==> config.mk <==
export PLATFORM = sky130hd
export DESIGN_NAME = lsq_order_top
export DESIGN_NICKNAME = d
export VERILOG_FILES = /design/src/rtl/lsq_order_pkg.sv /design/src/rtl/lsq_free_pick.sv /design/src/rtl/lsq_oldest_pick.sv /design/src/rtl/lsq_order_top.sv
export SDC_FILE = /design/constraint.sdc
export NUM_CORES = 2
export LEC_CHECK = 0
export BUFFER_PORTS_ARGS = -buffer_cell sky130_fd_sc_hd__buf_2
export CELL_PAD_IN_SITES_DETAIL_PLACEMENT = 0
export CELL_PAD_IN_SITES_GLOBAL_PLACEMENT = 1
export CORE_ASPECT_RATIO = 2
export CORE_MARGIN = 2
export CORE_UTILIZATION = 40
export CTS_CLUSTER_SIZE = 25
export DETAILED_ROUTE_END_ITERATION = 6
export HOLD_SLACK_MARGIN = 0.15
export MAX_ROUTING_LAYER = met4
export PLACE_DENSITY = 0.68
export SETUP_SLACK_MARGIN = 0.1
export SKIP_LAST_GASP = 1
export SYNTH_ARGS = -nofsm -noshare
export SYNTH_HDL_FRONTEND = slang
export SYNTH_HIERARCHICAL = 1
export SYNTH_SLANG_ARGS = --single-unit
==> constraint.sdc <==
create_clock -name clk -period 93.3 [get_ports clk]
set_input_delay 4.665 -clock clk [delete_from_list [all_inputs] [get_ports clk]]
set_output_delay 4.665 -clock clk [all_outputs]
set_load 0.05 [all_outputs]
==> src/rtl/lsq_order_pkg.sv <==
package lsq_order_pkg;

    typedef enum logic [2:0] {
        OPK_NONE  = 3'd0,
        OPK_LOAD  = 3'd1,
        OPK_STORE = 3'd2,
        OPK_RMW   = 3'd3,
        OPK_LBAR  = 3'd4,
        OPK_SBAR  = 3'd5,
        OPK_FBAR  = 3'd6
    } op_kind_e;

    // Maps the three allocation flags to an operation kind.
    function automatic op_kind_e classify(input logic rd, input logic wr, input logic fx);
        op_kind_e k;
        unique case ({rd, wr, fx})
            3'b100:  k = OPK_LOAD;
            3'b010:  k = OPK_STORE;
            3'b110:  k = OPK_RMW;
            3'b101:  k = OPK_LBAR;
            3'b011:  k = OPK_SBAR;
            3'b111:  k = OPK_FBAR;
            default: k = OPK_NONE;
        endcase
        return k;
    endfunction

    function automatic logic kind_uses_lq(input op_kind_e k);
        return (k == OPK_LOAD) || (k == OPK_RMW) || (k == OPK_LBAR) || (k == OPK_FBAR);
    endfunction

    function automatic logic kind_uses_sq(input op_kind_e k);
        return (k == OPK_STORE) || (k == OPK_RMW) || (k == OPK_SBAR) || (k == OPK_FBAR);
    endfunction

    function automatic logic kind_is_bar(input op_kind_e k);
        return (k == OPK_LBAR) || (k == OPK_SBAR) || (k == OPK_FBAR);
    endfunction

    // True when age a precedes age b in a wrapping space of w bits.
    function automatic logic age_before(input logic [31:0] a, input logic [31:0] b,
                                        input int unsigned w);
        logic [31:0] diff;
        diff = a - b;
        return diff[w-1];
    endfunction

endpackage

==> src/rtl/lsq_free_pick.sv <==
module lsq_free_pick #(
    parameter int N  = 8,
    parameter int IW = 3
) (
    input  logic [N-1:0]  busy,
    output logic          found,
    output logic [IW-1:0] idx
);
    always_comb begin
        found = 1'b0;
        idx   = '0;
        for (int i = N - 1; i >= 0; i--) begin
            if (!busy[i]) begin
                found = 1'b1;
                idx   = IW'(i);
            end
        end
    end
endmodule

==> src/rtl/lsq_oldest_pick.sv <==
module lsq_oldest_pick #(
    parameter int N     = 8,
    parameter int IW    = 3,
    parameter int AGE_W = 7
) (
    input  logic [N-1:0]            mask,
    input  logic [N-1:0][AGE_W-1:0] ages,
    output logic                    found,
    output logic [IW-1:0]           idx
);
    import lsq_order_pkg::*;

    logic [AGE_W-1:0] best_age;

    always_comb begin
        found    = 1'b0;
        idx      = '0;
        best_age = '0;
        for (int i = 0; i < N; i++) begin
            if (mask[i] && (!found ||
                age_before(32'(ages[i]), 32'(best_age), AGE_W))) begin
                found    = 1'b1;
                idx      = IW'(i);
                best_age = ages[i];
            end
        end
    end
endmodule

==> src/rtl/lsq_order_top.sv <==
module lsq_order_top #(
    parameter int LQ_DEPTH = 8,
    parameter int SQ_DEPTH = 8,
    parameter int AGE_W    = 7,
    localparam int LQ_IW   = (LQ_DEPTH > 1) ? $clog2(LQ_DEPTH) : 1,
    localparam int SQ_IW   = (SQ_DEPTH > 1) ? $clog2(SQ_DEPTH) : 1
) (
    input  logic             clk,
    input  logic             rst_n,
    input  logic             noalias_en,
    input  logic             alloc_vld,
    input  logic             alloc_may_ld,
    input  logic             alloc_may_st,
    input  logic             alloc_side_fx,
    input  logic [AGE_W-1:0] alloc_age,
    output logic [LQ_IW-1:0] alloc_lq_idx,
    output logic [SQ_IW-1:0] alloc_sq_idx,
    output logic             lq_full,
    output logic             sq_full,
    output logic             ld_gnt_vld,
    output logic [LQ_IW-1:0] ld_gnt_idx,
    output logic             st_gnt_vld,
    output logic [SQ_IW-1:0] st_gnt_idx,
    input  logic             ld_done_vld,
    input  logic [LQ_IW-1:0] ld_done_idx,
    input  logic             st_done_vld,
    input  logic [SQ_IW-1:0] st_done_idx
);
    import lsq_order_pkg::*;

    typedef struct packed {
        logic [LQ_DEPTH-1:0]            l_vld;
        logic [LQ_DEPTH-1:0]            l_gnt;
        logic [LQ_DEPTH-1:0]            l_bar;
        logic [LQ_DEPTH-1:0]            l_pair;
        logic [LQ_DEPTH-1:0][AGE_W-1:0] l_age;
        logic [SQ_DEPTH-1:0]            s_vld;
        logic [SQ_DEPTH-1:0]            s_gnt;
        logic [SQ_DEPTH-1:0]            s_bar;
        logic [SQ_DEPTH-1:0]            s_pair;
        logic [SQ_DEPTH-1:0][AGE_W-1:0] s_age;
    } state_t;

    state_t st_d, st_q;

    // Views of the state for the bound checker.
    logic [LQ_DEPTH-1:0] lq_vld_w, lq_gnt_w, lq_pair_w;
    logic [SQ_DEPTH-1:0] sq_vld_w, sq_gnt_w, sq_pair_w;
    assign lq_vld_w  = st_q.l_vld;
    assign lq_gnt_w  = st_q.l_gnt;
    assign lq_pair_w = st_q.l_pair;
    assign sq_vld_w  = st_q.s_vld;
    assign sq_gnt_w  = st_q.s_gnt;
    assign sq_pair_w = st_q.s_pair;

    // ---------------- free-slot selection ----------------
    logic             lfree_found, sfree_found;
    logic [LQ_IW-1:0] lfree_idx;
    logic [SQ_IW-1:0] sfree_idx;

    lsq_free_pick #(.N(LQ_DEPTH), .IW(LQ_IW)) i_lfree (
        .busy (st_q.l_vld),
        .found(lfree_found),
        .idx  (lfree_idx)
    );

    lsq_free_pick #(.N(SQ_DEPTH), .IW(SQ_IW)) i_sfree (
        .busy (st_q.s_vld),
        .found(sfree_found),
        .idx  (sfree_idx)
    );

    // ---------------- oldest-entry searches ----------------
    logic [LQ_DEPTH-1:0] l_wait;
    logic [SQ_DEPTH-1:0] s_wait;
    assign l_wait = st_q.l_vld & ~st_q.l_gnt;
    assign s_wait = st_q.s_vld & ~st_q.s_gnt;

    logic             lov_found, sov_found, lug_found;
    logic [LQ_IW-1:0] lov_idx, lug_idx;
    logic [SQ_IW-1:0] sov_idx;

    lsq_oldest_pick #(.N(LQ_DEPTH), .IW(LQ_IW), .AGE_W(AGE_W)) i_l_oldest (
        .mask (st_q.l_vld),
        .ages (st_q.l_age),
        .found(lov_found),
        .idx  (lov_idx)
    );

    lsq_oldest_pick #(.N(SQ_DEPTH), .IW(SQ_IW), .AGE_W(AGE_W)) i_s_oldest (
        .mask (st_q.s_vld),
        .ages (st_q.s_age),
        .found(sov_found),
        .idx  (sov_idx)
    );

    lsq_oldest_pick #(.N(LQ_DEPTH), .IW(LQ_IW), .AGE_W(AGE_W)) i_l_oldest_wait (
        .mask (l_wait),
        .ages (st_q.l_age),
        .found(lug_found),
        .idx  (lug_idx)
    );

    // Oldest surviving entries of each table and whether they form a full-barrier pair.
    logic [AGE_W-1:0] lov_age, sov_age, lug_age;
    logic             pair_at_head;
    always_comb begin
        lov_age = st_q.l_age[lov_idx];
        sov_age = st_q.s_age[sov_idx];
        lug_age = st_q.l_age[lug_idx];
        pair_at_head = lov_found && sov_found &&
                       st_q.l_pair[lov_idx] && st_q.s_pair[sov_idx] &&
                       !st_q.l_gnt[lov_idx] && !st_q.s_gnt[sov_idx] &&
                       (lov_age == sov_age);
    end

    // ---------------- eligibility ----------------
    logic [LQ_DEPTH-1:0] l_elig;
    logic [SQ_DEPTH-1:0] s_elig;

    always_comb begin
        for (int l = 0; l < LQ_DEPTH; l++) begin
            logic blk;
            blk = 1'b0;
            if (st_q.l_bar[l]) begin
                // barrier: must head the load table (and the store table when paired)
                if (l != int'(lov_idx)) blk = 1'b1;
                if (st_q.l_pair[l] && !pair_at_head) blk = 1'b1;
            end else begin
                for (int j = 0; j < LQ_DEPTH; j++) begin
                    if (j != l && l_wait[j] && st_q.l_bar[j] &&
                        age_before(32'(st_q.l_age[j]), 32'(st_q.l_age[l]), AGE_W))
                        blk = 1'b1;
                end
                for (int s = 0; s < SQ_DEPTH; s++) begin
                    if (s_wait[s] &&
                        age_before(32'(st_q.s_age[s]), 32'(st_q.l_age[l]), AGE_W)) begin
                        if (!noalias_en)
                            blk = 1'b1;
                        else if (lug_found &&
                                 age_before(32'(lug_age), 32'(st_q.s_age[s]), AGE_W))
                            blk = 1'b1;
                    end
                end
            end
            l_elig[l] = l_wait[l] && !blk;
        end

        for (int s = 0; s < SQ_DEPTH; s++) begin
            logic blk;
            blk = 1'b0;
            if (st_q.s_bar[s]) begin
                if (s != int'(sov_idx)) blk = 1'b1;
                if (st_q.s_pair[s] && !pair_at_head) blk = 1'b1;
            end else begin
                for (int j = 0; j < LQ_DEPTH; j++) begin
                    if (l_wait[j] &&
                        age_before(32'(st_q.l_age[j]), 32'(st_q.s_age[s]), AGE_W))
                        blk = 1'b1;
                end
                for (int k = 0; k < SQ_DEPTH; k++) begin
                    if (k != s && s_wait[k] &&
                        age_before(32'(st_q.s_age[k]), 32'(st_q.s_age[s]), AGE_W))
                        blk = 1'b1;
                end
            end
            s_elig[s] = s_wait[s] && !blk;
        end
    end

    lsq_oldest_pick #(.N(LQ_DEPTH), .IW(LQ_IW), .AGE_W(AGE_W)) i_l_grant (
        .mask (l_elig),
        .ages (st_q.l_age),
        .found(ld_gnt_vld),
        .idx  (ld_gnt_idx)
    );

    lsq_oldest_pick #(.N(SQ_DEPTH), .IW(SQ_IW), .AGE_W(AGE_W)) i_s_grant (
        .mask (s_elig),
        .ages (st_q.s_age),
        .found(st_gnt_vld),
        .idx  (st_gnt_idx)
    );

    // ---------------- next state ----------------
    op_kind_e kind;
    logic     need_l, need_s, accept;

    always_comb begin
        st_d   = st_q;
        kind   = classify(alloc_may_ld, alloc_may_st, alloc_side_fx);
        need_l = kind_uses_lq(kind);
        need_s = kind_uses_sq(kind);
        accept = alloc_vld && (need_l || need_s) &&
                 (!need_l || lfree_found) && (!need_s || sfree_found);

        if (ld_gnt_vld) st_d.l_gnt[ld_gnt_idx] = 1'b1;
        if (st_gnt_vld) st_d.s_gnt[st_gnt_idx] = 1'b1;

        if (ld_done_vld && (int'(ld_done_idx) < LQ_DEPTH)) begin
            if (st_q.l_vld[ld_done_idx] && st_q.l_gnt[ld_done_idx]) begin
                st_d.l_vld[ld_done_idx] = 1'b0;
                st_d.l_gnt[ld_done_idx] = 1'b0;
            end
        end
        if (st_done_vld && (int'(st_done_idx) < SQ_DEPTH)) begin
            if (st_q.s_vld[st_done_idx] && st_q.s_gnt[st_done_idx]) begin
                st_d.s_vld[st_done_idx] = 1'b0;
                st_d.s_gnt[st_done_idx] = 1'b0;
            end
        end

        if (accept && need_l) begin
            st_d.l_vld[lfree_idx]  = 1'b1;
            st_d.l_gnt[lfree_idx]  = 1'b0;
            st_d.l_bar[lfree_idx]  = kind_is_bar(kind);
            st_d.l_pair[lfree_idx] = (kind == OPK_FBAR);
            st_d.l_age[lfree_idx]  = alloc_age;
        end
        if (accept && need_s) begin
            st_d.s_vld[sfree_idx]  = 1'b1;
            st_d.s_gnt[sfree_idx]  = 1'b0;
            st_d.s_bar[sfree_idx]  = kind_is_bar(kind);
            st_d.s_pair[sfree_idx] = (kind == OPK_FBAR);
            st_d.s_age[sfree_idx]  = alloc_age;
        end
    end

    always_ff @(posedge clk) begin
        if (!rst_n) st_q <= '0;
        else        st_q <= st_d;
    end

    assign alloc_lq_idx = lfree_idx;
    assign alloc_sq_idx = sfree_idx;
    assign lq_full      = !lfree_found;
    assign sq_full      = !sfree_found;

endmodule

==> flow_summary.toml <==
[pwr]
power.leakage_nw = 27.0
p_sw_w = 0.000133
sw_frac_of_total_pct = 46.7
intPower_w = 0.000151
p_per_area_nw_per_um2 = 4.78
p_seq_share_pct = 27.4
combPwrFrac_pct = 42.2
power_frac_clock_pct = 30.4
total_power_w = 0.000284
vdd_drop_max_v = 0.0000184

[job]
maxCapViolCount = 3

[timing]
period_share_pct = 45.0
final-hold-violation-count = 0
worst-slew-pin-transition_ns = 1.91
holdWs_ns = 0.506
finalSetupViolations = 0
finClkSkew_ns = 0.0363
drv_slew = 6
fin_crit_ns = 42.00
rsz0062_at_grt = "false"
slew_headroom_pct = -27.9
max_freq_mhz = 23.8
setup_tns_ns = 0

[global_routing]
grt_pass1_wl_mm = 562
use_met2_pct = 86.7
overflow = 0
antenna_found_initial = 61
grt_use_met1_pct = 55.8
busiest_layer = "met2"
grt_max_degree = 87
use_met3_pct = 28.2
grt_pass1_vias = 62800
grt_usage_pct = 59.8

[floorplanning]
die_h_um = 524
core_um2 = 134000
die_width_um = 264
start_util_pct = 40.3
die_area_um2 = 138000
num_rows = 190
ioPinCount = 38

[min_path]
holdCritPathClass = "flip-flop to flip-flop"

[synthesis]
synth_seq_cells = 176
synthArstFlopShare_pct = 0
synth_nets = 8072
ys_seq_area_share_pct = 6.52
synth_ff_type = "dfxtp_1"
netlist_top_cells_area = "ha_1 (32%), dfxtp_1 (6.5%), a21o_1 (5.2%), a21oi_1 (4.1%), xnor2_1 (3.5%)"
yosysUniqueCellTypes = 105
syn_inst = 6675
synth_edf_count = 0
synth_top_area_share_pct = 31.9
avgSynthCellArea_um2 = 8.09
synth_area_leader_cell = "ha_1"
netlist_area_um2 = 54000
synth_warnings = 6

[setup_path]
worstSetupStartpoint = "lq_vld_w[0]"
worst_path_max_delay_cell = "o21ai_0"
cp_top_family = "compound AO/OA/AOI/OAI gates"
end_kind = "output pin"
cp.buffers_inverters = 14
crit_arrival_ns = 37.33
rr_startpoint = "lq_vld_w[0]"
max_stage_delay_ns = 1.03
crit_type = "flip-flop to output pin"
critPathMostFrequentCell = "o21ai_0"
critPathMaxFanout = 29
required_ns = 88.64
crit_path_start_kind = "flip-flop"
r2r_setup_slack_ns = 56.11

[clock_tree]
ctsLongestPathBuffers = 2
post_cts_buffers = 0
cts_resized = 0
h-tree-depth = 4
clk_latency_ns = 0.60
path_clk_slew_ns = 0.11
cts.sinks = 176
tritoncts = "yes"
ctsHoldBuffers = 0
cts_buffers = 17
cts_root_buffer = "clkbuf_16"

[placement]
dp_cells = 8601
place.gp.congestion = 1.16
port_buffers = 37
placed_area_um2 = 58400
hpwl_mm = 283

[cells_and_area]
layout.cells.non_filler = 8738
nNetsFinal = 8293
mostFrequentLayoutCells = "ha_1 (1,375), a21oi_1 (438), nor2_1 (431)"
final_common_cell = "ha_1"
area_delta_synth_final_pct = 10.1
final_cell_area_um2 = 59500
drive_above_1_share_pct = 11.7
fillCellCount = 13800

[run_status]
status = "finished with violations"
violations = "design-rule violations, max-capacitance violations, max-slew violations"

[routing]
routed_via_density = 7.38
drtIter0Drc = 9546
wire_per_inst_um = 45.2
firstDrtPassIters = 7
drc = 18
dr_total_vias = 64500
drt_wl_total_mm = 395
ant_nets = 0
-- logic make-up after synthesis --
logic type               after synthesis  share of synthesized area, %
AO/OA/AOI/OAI                       2063                          26.6
AND/OR/NAND/NOR                     1862                          18.1
adder cells (fa/ha/maj)             1385                          32.1
buffers and inverters                510                          3.71
XOR/XNOR                             421                          6.93
multiplexers                         258                          6.11
flip-flops                           176                          6.52
-- tightest hold or removal path, cell delays in order (launching register included) --
cell	delay [ns]
dfxtp_1	0.34
nand2_1	0.06
a21boi_0	0.06
-- power groups by stage --
stage	Combinational [W]	Clock (W)	Sequential, W
global placement	0.000110	0	0.0000794
global route	0.000124	0.0000887	0.0000778
CTS	0.000111	0.0000850	0.0000776
detailed placement	0.000110	0	0.0000794
floorplan	0.0000663	0	0.0000795
finish	0.000120	0.0000865	0.0000779
-- path summary, 6_finish.rpt --
| check | end | cells past startpoint |
|---|---|---|
| max | ld_gnt_idx[2] | 156 |
| max reg2reg | lq_gnt_w[2] | 159 |
| min | flip-flop | 2 |
| min reg2reg | flip-flop | 2 |
-- routing by layer --
metal  routed length, um  vias up
met5                   0        -
met4               59200        0
met3               42200     3117
met2              170000     5273
met1              123000    30800
li1                    -    25300
-- synth_stat cells (all sizes together) (164+ instances only) --
| library cell | number |
|---|---|
| ha | 1375 |
| a21oi | 458 |
| nor2 | 438 |
| nand2 | 400 |
| a21o | 374 |
| o21ai | 357 |
| inv | 292 |
| nand2b | 226 |
| xnor2 | 216 |
| xor2 | 205 |
| a211oi | 200 |
| mux2i | 185 |
| dfxtp | 176 |
| nand4 | 164 |
-- per-stage QoR --
step           util [%]  setup slack (ns)
2_1_floorplan         -             57.71
3_3_place_gp       43.6             52.56
3_5_place_dp       43.6             52.76
4_1_cts            44.1             52.03
5_1_grt            44.3             48.65
6_report           44.4             51.30
-- layout make-up --
cell class | count | area [um2] | area share, %
timing repair buffer | 419 | 3080 | 5.18
sequential | 176 | 3590 | 6.04
clock inverter | 15 | 186 | 0.313
antenna | 101 | 253 | 0.425
multi-input combinational | 5989 | 48700 | 81.8
inverter | 293 | 1100 | 1.85
tap | 1728 | 2160 | 3.64
clock buffer | 17 | 425 | 0.715
Power figures use the tool's default switching activity.
